### src/rtl/e3_txp_pkg.sv
package e3_txp_pkg;

  typedef struct packed {
    logic nibble;    // four bits per unit
    logic loop_t;    // timed from recovered line clock
    logic ref_lock;  // alignment follows frame reference
  } mode_cfg_t;

  function automatic mode_cfg_t decode_mode(input logic [2:0] code);
    mode_cfg_t c;
    case (code)
      3'd2:    c = '{nibble: 1'b0, loop_t: 1'b0, ref_lock: 1'b1};
      3'd3:    c = '{nibble: 1'b0, loop_t: 1'b0, ref_lock: 1'b0};
      3'd4:    c = '{nibble: 1'b1, loop_t: 1'b1, ref_lock: 1'b0};
      3'd5:    c = '{nibble: 1'b1, loop_t: 1'b0, ref_lock: 1'b1};
      3'd6:    c = '{nibble: 1'b1, loop_t: 1'b0, ref_lock: 1'b0};
      default: c = '{nibble: 1'b0, loop_t: 1'b1, ref_lock: 1'b0};
    endcase
    return c;
  endfunction

endpackage

### src/rtl/e3_txp_mode_ctrl.sv
module e3_txp_mode_ctrl
  import e3_txp_pkg::*;
(
  input  logic      clk_i,
  input  logic      rst_ni,
  input  logic [2:0] mode_i,
  input  logic      rec_tick_i,
  input  logic      loc_tick_i,
  input  logic      frame_ref_i,
  output mode_cfg_t cfg_o,
  output logic      bit_tick_o,
  output logic      ref_edge_o
);

  logic      cfg_done_q;
  mode_cfg_t cfg_q;
  logic      ref_q;

  always_ff @(posedge clk_i or negedge rst_ni) begin
    if (!rst_ni) begin
      cfg_done_q <= 1'b0;
      cfg_q      <= decode_mode(3'd1);
      ref_q      <= 1'b0;
    end else begin
      ref_q <= frame_ref_i;
      if (!cfg_done_q) begin
        cfg_done_q <= 1'b1;
        cfg_q      <= decode_mode(mode_i);
      end
    end
  end

  always_comb begin
    cfg_o      = cfg_q;
    bit_tick_o = cfg_done_q && (cfg_q.loop_t ? rec_tick_i : loc_tick_i);
    ref_edge_o = cfg_done_q && cfg_q.ref_lock && frame_ref_i && !ref_q;
  end

  AST_MODE_HELD: assert property (@(posedge clk_i) disable iff (!rst_ni)
    cfg_done_q |=> $stable(cfg_q));

endmodule

### src/rtl/e3_txp_frame_ctr.sv
module e3_txp_frame_ctr #(
  parameter int FRAME_BITS = 1536,
  parameter int NIB_W      = 4,
  parameter int POS_W      = $clog2(FRAME_BITS)
) (
  input  logic             clk_i,
  input  logic             rst_ni,
  input  logic             nibble_i,
  input  logic             bit_tick_i,
  input  logic             realign_i,
  output logic             nib_tick_o,
  output logic             unit_take_o,
  output logic [POS_W-1:0] unit_pos_o,
  output logic             frame_pulse_o
);

  localparam int PH_W = (NIB_W > 1) ? $clog2(NIB_W) : 1;
  localparam logic [POS_W-1:0] LAST_SER = POS_W'(FRAME_BITS - 1);
  localparam logic [POS_W-1:0] LAST_NIB = POS_W'(FRAME_BITS - NIB_W);
  localparam logic [PH_W-1:0]  PH_LAST  = PH_W'(NIB_W - 1);

  logic [POS_W-1:0] cnt_q, pos_now;
  logic [PH_W-1:0]  ph_q, ph_now;
  logic [POS_W:0]   pos_sum;

  always_comb begin
    pos_now       = realign_i ? '0 : cnt_q;
    ph_now        = realign_i ? '0 : ph_q;
    nib_tick_o    = bit_tick_i && (ph_now == PH_LAST);
    unit_take_o   = nibble_i ? nib_tick_o : bit_tick_i;
    unit_pos_o    = pos_now;
    pos_sum       = {1'b0, pos_now} + (nibble_i ? (POS_W+1)'(NIB_W) : (POS_W+1)'(1));
    frame_pulse_o = (cnt_q == (nibble_i ? LAST_NIB : LAST_SER));
  end

  always_ff @(posedge clk_i or negedge rst_ni) begin
    if (!rst_ni) begin
      cnt_q <= '0;
      ph_q  <= '0;
    end else begin
      if (unit_take_o)
        cnt_q <= (pos_sum >= (POS_W+1)'(FRAME_BITS)) ? '0 : pos_sum[POS_W-1:0];
      else
        cnt_q <= pos_now;
      if (bit_tick_i)
        ph_q <= (ph_now == PH_LAST) ? '0 : ph_now + 1'b1;
      else
        ph_q <= ph_now;
    end
  end

  AST_POS_RANGE: assert property (@(posedge clk_i) disable iff (!rst_ni)
    cnt_q < POS_W'(FRAME_BITS));
  AST_NIB_ALIGN: assert property (@(posedge clk_i) disable iff (!rst_ni)
    nibble_i |-> (int'(cnt_q) % NIB_W) == 0);
  AST_WRAP: assert property (@(posedge clk_i) disable iff (!rst_ni)
    unit_take_o && !realign_i && frame_pulse_o |=> cnt_q == '0);
  AST_PULSE_DROP: assert property (@(posedge clk_i) disable iff (!rst_ni)
    frame_pulse_o && unit_take_o |=> !frame_pulse_o);
  AST_HOLD: assert property (@(posedge clk_i) disable iff (!rst_ni)
    !bit_tick_i && !realign_i |=> $stable(cnt_q));
  AST_REALIGN: assert property (@(posedge clk_i) disable iff (!rst_ni)
    realign_i && !bit_tick_i |=> cnt_q == '0 && ph_q == '0);

endmodule

### src/rtl/e3_txp_serializer.sv
module e3_txp_serializer #(
  parameter int NIB_W = 4,
  parameter int POS_W = 11
) (
  input  logic             clk_i,
  input  logic             rst_ni,
  input  logic             nibble_i,
  input  logic             bit_tick_i,
  input  logic             take_i,
  input  logic [POS_W-1:0] take_pos_i,
  input  logic             ser_i,
  input  logic [NIB_W-1:0] nib_i,
  output logic             bit_o,
  output logic             bit_vld_o,
  output logic [POS_W-1:0] bit_pos_o
);

  localparam int CW = $clog2(NIB_W + 1);

  logic [NIB_W-1:0] sh_q;
  logic [CW-1:0]    sh_cnt_q;
  logic [POS_W-1:0] sh_pos_q;

  always_ff @(posedge clk_i or negedge rst_ni) begin
    if (!rst_ni) begin
      sh_q      <= '0;
      sh_cnt_q  <= '0;
      sh_pos_q  <= '0;
      bit_o     <= 1'b0;
      bit_vld_o <= 1'b0;
      bit_pos_o <= '0;
    end else begin
      bit_vld_o <= 1'b0;
      if (!nibble_i) begin
        if (take_i) begin
          bit_o     <= ser_i;
          bit_pos_o <= take_pos_i;
          bit_vld_o <= 1'b1;
        end
      end else begin
        if (bit_tick_i && sh_cnt_q != '0) begin
          bit_o     <= sh_q[NIB_W-1];
          bit_pos_o <= sh_pos_q;
          bit_vld_o <= 1'b1;
          sh_q      <= sh_q << 1;
          sh_cnt_q  <= sh_cnt_q - 1'b1;
          sh_pos_q  <= sh_pos_q + 1'b1;
        end
        // a new nibble lands on the tick that drains the last old bit
        if (take_i) begin
          sh_q     <= nib_i;
          sh_cnt_q <= CW'(NIB_W);
          sh_pos_q <= take_pos_i;
        end
      end
    end
  end

  AST_SH_BOUND: assert property (@(posedge clk_i) disable iff (!rst_ni)
    sh_cnt_q <= CW'(NIB_W));
  AST_NIB_DRAINED: assert property (@(posedge clk_i) disable iff (!rst_ni)
    nibble_i && take_i |-> sh_cnt_q <= CW'(1));
  AST_SER_VLD: assert property (@(posedge clk_i) disable iff (!rst_ni)
    !nibble_i && take_i |=> bit_vld_o);

endmodule

### src/rtl/e3_tx_payload_if.sv
module e3_tx_payload_if #(
  parameter int FRAME_BITS = 1536,
  parameter int NIB_W      = 4,
  parameter int POS_W      = $clog2(FRAME_BITS)
) (
  input  logic             clk_i,
  input  logic             rst_ni,
  input  logic [2:0]       mode_i,
  input  logic             rec_tick_i,
  input  logic             loc_tick_i,
  input  logic             frame_ref_i,
  input  logic             ser_i,
  input  logic [NIB_W-1:0] nib_i,
  output logic             sys_tick_o,
  output logic             frame_pulse_o,
  output logic             bit_o,
  output logic             bit_vld_o,
  output logic [POS_W-1:0] bit_pos_o
);

  import e3_txp_pkg::*;

  mode_cfg_t        cfg;
  logic             bit_tick, ref_edge, nib_tick, unit_take;
  logic [POS_W-1:0] unit_pos;

  e3_txp_mode_ctrl u_mode (
    .clk_i       (clk_i),
    .rst_ni      (rst_ni),
    .mode_i      (mode_i),
    .rec_tick_i  (rec_tick_i),
    .loc_tick_i  (loc_tick_i),
    .frame_ref_i (frame_ref_i),
    .cfg_o       (cfg),
    .bit_tick_o  (bit_tick),
    .ref_edge_o  (ref_edge)
  );

  e3_txp_frame_ctr #(
    .FRAME_BITS (FRAME_BITS),
    .NIB_W      (NIB_W),
    .POS_W      (POS_W)
  ) u_ctr (
    .clk_i         (clk_i),
    .rst_ni        (rst_ni),
    .nibble_i      (cfg.nibble),
    .bit_tick_i    (bit_tick),
    .realign_i     (ref_edge),
    .nib_tick_o    (nib_tick),
    .unit_take_o   (unit_take),
    .unit_pos_o    (unit_pos),
    .frame_pulse_o (frame_pulse_o)
  );

  e3_txp_serializer #(
    .NIB_W (NIB_W),
    .POS_W (POS_W)
  ) u_ser (
    .clk_i      (clk_i),
    .rst_ni     (rst_ni),
    .nibble_i   (cfg.nibble),
    .bit_tick_i (bit_tick),
    .take_i     (unit_take),
    .take_pos_i (unit_pos),
    .ser_i      (ser_i),
    .nib_i      (nib_i),
    .bit_o      (bit_o),
    .bit_vld_o  (bit_vld_o),
    .bit_pos_o  (bit_pos_o)
  );

  assign sys_tick_o = cfg.nibble ? nib_tick : bit_tick;

  AST_FREE_NO_REALIGN: assert property (@(posedge clk_i) disable iff (!rst_ni)
    !cfg.ref_lock |-> !ref_edge);
  AST_NIBCLK_GAP: assert property (@(posedge clk_i) disable iff (!rst_ni)
    cfg.nibble && sys_tick_o |=> !sys_tick_o);
  AST_STREAM_POS: assert property (@(posedge clk_i) disable iff (!rst_ni)
    bit_vld_o |-> bit_pos_o < POS_W'(FRAME_BITS));

endmodule

### config.mk
export PLATFORM = sky130hd
export DESIGN_NAME = e3_tx_payload_if
export DESIGN_NICKNAME = d
export VERILOG_FILES = /design/src/rtl/e3_txp_pkg.sv /design/src/rtl/e3_txp_mode_ctrl.sv /design/src/rtl/e3_txp_frame_ctr.sv /design/src/rtl/e3_txp_serializer.sv /design/src/rtl/e3_tx_payload_if.sv
export SDC_FILE = /design/constraint.sdc
export NUM_CORES = 1
export LEC_CHECK = 0
export BUFFER_PORTS_ARGS = -buffer_cell sky130_fd_sc_hd__buf_2
export CORE_ASPECT_RATIO = 0.8
export CORE_MARGIN = 2
export CORE_UTILIZATION = 38
export CTS_BUF_LIST = sky130_fd_sc_hd__clkbuf_2
export CTS_CLUSTER_SIZE = 24
export DETAILED_ROUTE_END_ITERATION = 12
export GPL_TIMING_DRIVEN = 0
export PLACE_DENSITY = 0.63
export REMOVE_ABC_BUFFERS = 1
export SLEW_MARGIN = 10
export SYNTH_ARGS = -nofsm -noshare
export SYNTH_HDL_FRONTEND = slang
export SYNTH_SLANG_ARGS = --single-unit
### constraint.sdc
create_clock -name clk_i -period 3.2 [get_ports clk_i]
set_clock_uncertainty 0.2 [all_clocks]
set_input_delay 0.16 -clock clk_i [delete_from_list [all_inputs] [get_ports clk_i]]
set_output_delay 0.16 -clock clk_i [all_outputs]
set_load 0.05 [all_outputs]
==> results.toml <==
[status]
outcome = "completed"

[timing]
min_period_over_period_pct = 92.8
fmaxAchievable_mhz = 337
slew_headroom_pct = 46.6
hold_viol_final = 0
setup_viol = 0
hold_ws_ns = 0.0171
tightest_slew_ns = 0.802
rsz0062_at_grt = "no"
drv_slew = 0
post-route-min-period_ns = 2.97

[setup_path]
r2r_cells = 10
r2r_start = "u_mode.ref_q"
crit_type = "reg -> reg"
reg2reg_slack_ns = 0.23
endpoint_kind = "register"
start_kind = "register"
required_ns = 3.38
crit_fanout = 14
crit_arrival_ns = 3.15
worstReg2RegEnd = "u_ctr.cnt_q[0]"

[yosys]
synth_top_area_share_pct = 44.9
syn_inst = 312
synth-edff-count = 0
syn_area_um2 = 2680
synth_ff_type = "dfrtp_1"
avgSynthCellArea_um2 = 8.57
ys_ff_latch = 49
synth_top_cell_by_area = "dfrtp_1"
seq_area_frac_synth_pct = 45.9
ys_warn_count = 0
yosys-top-cells-area = "dfrtp_1 (45%), nand2_1 (6.9%), o21ai_0 (5.4%)"
yosysMostFrequentCell = "nand2_1"
synth_cell_types = 49
synth_commonest_cells = "nand2_1 (49), dfrtp_1 (48), o21ai_0 (29)"
synthArstFlopShare_pct = 100

[clock_network]
root_buffer = "clkbuf_2"
clk_pin_slew_ns = 0.28
htreeDepth = 2
clock_latency_ns = 0.46
numCtsBuffers = 5
tritoncts = "built"
cts.sinks = 49
ctsLongestPathBuffers = 2

[floorplanning]
rows = 27
ioPinCount = 28
start_util_pct = 39.0
die_h_um = 79.0
die_x_um = 97.8
die_area_um2 = 7730
core_area_um2 = 6860

[grt]
grt_pass1_wl_um = 10700
grt_usage_pct = 17.0
grt_pass1_vias = 2261
overflow = 0
antenna_found_initial = 0
grt_max_degree = 50

[pwr]
finalPower_mw = 2.03
p_per_area_nw_per_um2 = 660
p_leak_nw = 1.34
ir_drop_mv = 0.197

[run]
drv_cap = 0

[layout]
layout.nets = 365
final_layout_size_suffix_gt1_share_pct = 15.3
syn2layout_area_growth_pct = 15.2
antennaDiodeCount = 0

[placement]
hpwlAfterDp_um = 4060
gp_congestion = 0.878
portBuffers = 27

[drt]
drc = 0
drt_pre_antenna_iters = 4
ant_nets = 0
routed_wl_um = 6130
vias_per_cell = 5.39
drt_iter0_markers = 212
route.vias.total = 2334
routedWlPerCell_um = 14.2

[hold_path]
hold_class = "in -> async"
[logic make-up after synthesis]
logic type / Yosys count / share of synthesized area, %
simple gates: 118 / 20.9
compound gates: 92 / 20.5
flops: 49 / 45.9
buf+inv: 32 / 4.68
xor+xnor: 8 / 2.62
fa+ha+maj: 7 / 3.27
mux: 5 / 2.01
other cells: 1 / 0.140
[where the power goes]
group	switching [mW]	internal, mW
Combinational	0.525	0.284
Sequential	0.158	0.805
Clock	0.209	0.0518
Total	0.893	1.14
[state kept, by name (all words and copies together) (netlist names)]
register	flops
u_ctr.cnt_q	11
u_ctr.ph_q	2
u_mode.cfg_done_q	1
u_mode.cfg_o	3
u_mode.ref_q	1
u_ser.bit_o	1
u_ser.bit_pos_o	11
u_ser.bit_vld_o	1
u_ser.sh_cnt_q	3
u_ser.sh_pos_q	11
u_ser.sh_q	4
[worst max-delay path: stages (launching register included)]
cell	delay, ns
dfrtp_1	0.42
nand4b_1	0.24
buf_4	0.24
nand2_1	0.16
inv_1	0.06
ha_1	0.39
a21oi_2	0.14
nor4_4	0.31
o22ai_1	0.16
a221o_1	0.44
o22ai_1	0.16
[metal layers]
layer | wire (um) | global-route usage [%] | vias to the layer above
met2 | 2720 | 26.8 | 54
met5 | 0 | 0 | -
met3 | 304 | 3.35 | 6
met4 | 63 | 5.56 | 0
met1 | 3040 | 23.8 | 1093
li1 | - | - | 1181
[cell usage in the layout, fill, tap and decap left out, types with 3 or more instances in the layout]
cell type / netlist / final
dfrtp_1: 48 / 46
buf_2: 4 / 26
and2_1: 3 / 3
o21ai_0: 29 / 29
xnor2_1: 8 / 8
dlygate4sd3_1: 0 / 12
clkbuf_2: 0 / 5
inv_1: 13 / 13
and3_1: 4 / 4
a31oi_1: 9 / 9
o22ai_1: 6 / 6
nor3_1: 9 / 9
buf_4: 0 / 6
nand2_1: 49 / 49
nand4_1: 3 / 3
nor4_1: 4 / 4
a21oi_1: 28 / 27
nand3_1: 8 / 7
nor2_1: 27 / 27
mux2_2: 3 / 3
ha_1: 7 / 7
[what timing repair did]
| action | 4_1_cts | 5_1_grt |
|---|---|---|
| gates resized for setup | 5 | 3 |
| hold buffers | 12 | 0 |
| pin swaps | 1 | 0 |
| endpoints found under the hold margin | 58 | 0 |
| setup buffers | 2 | 2 |
| setup endpoints to repair | 29 | 10 |
[area by class of cell]
| cell class | instances | area, um^2 |
|---|---|---|
| Clock buffer | 5 | 25.0 |
| Inverter | 14 | 60.1 |
| Timing Repair Buffer | 44 | 295 |
| Fill cell | 694 | 3780 |
| Multi-Input combinational cell | 231 | 1350 |
| Clock inverter | 3 | 17.5 |
| Tap cell | 87 | 109 |
| Sequential cell | 49 | 1230 |
[how the worst max path moves through the flow]
stage | endpoint | cells past startpoint | start
3_3_place_gp | u_ser.sh_pos_q[4] | 9 | u_mode.cfg_done_q
3_5_place_dp | u_ser.sh_pos_q[4] | 9 | u_mode.cfg_done_q
6_report | u_ctr.cnt_q[0] | 10 | u_mode.ref_q
2_1_floorplan | u_ser.sh_pos_q[4] | 9 | u_mode.cfg_done_q
4_1_cts | sys_tick_o | 7 | u_mode.cfg_done_q
5_1_grt | u_ctr.cnt_q[3] | 10 | u_mode.ref_q
[through the flow]
step | setup WS [ns] | std cells | util, % | TNS [ns] | instance area (um^2)
after detailed placement | -1.09 | 409 | 41.7 | -23.03 | 2860
after global placement | -1.01 | 408 | 41.5 | -21.54 | 2850
final | 0.231 | 433 | 44.9 | 0 | 3080
after global routing | 0.0343 | 433 | 44.9 | 0 | 3080
after CTS | 0.00199 | 431 | 44.6 | 0 | 3060
after floorplan | -0.231 | 294 | - | -2.25 | 2600
Power figures use the tool's default switching activity.
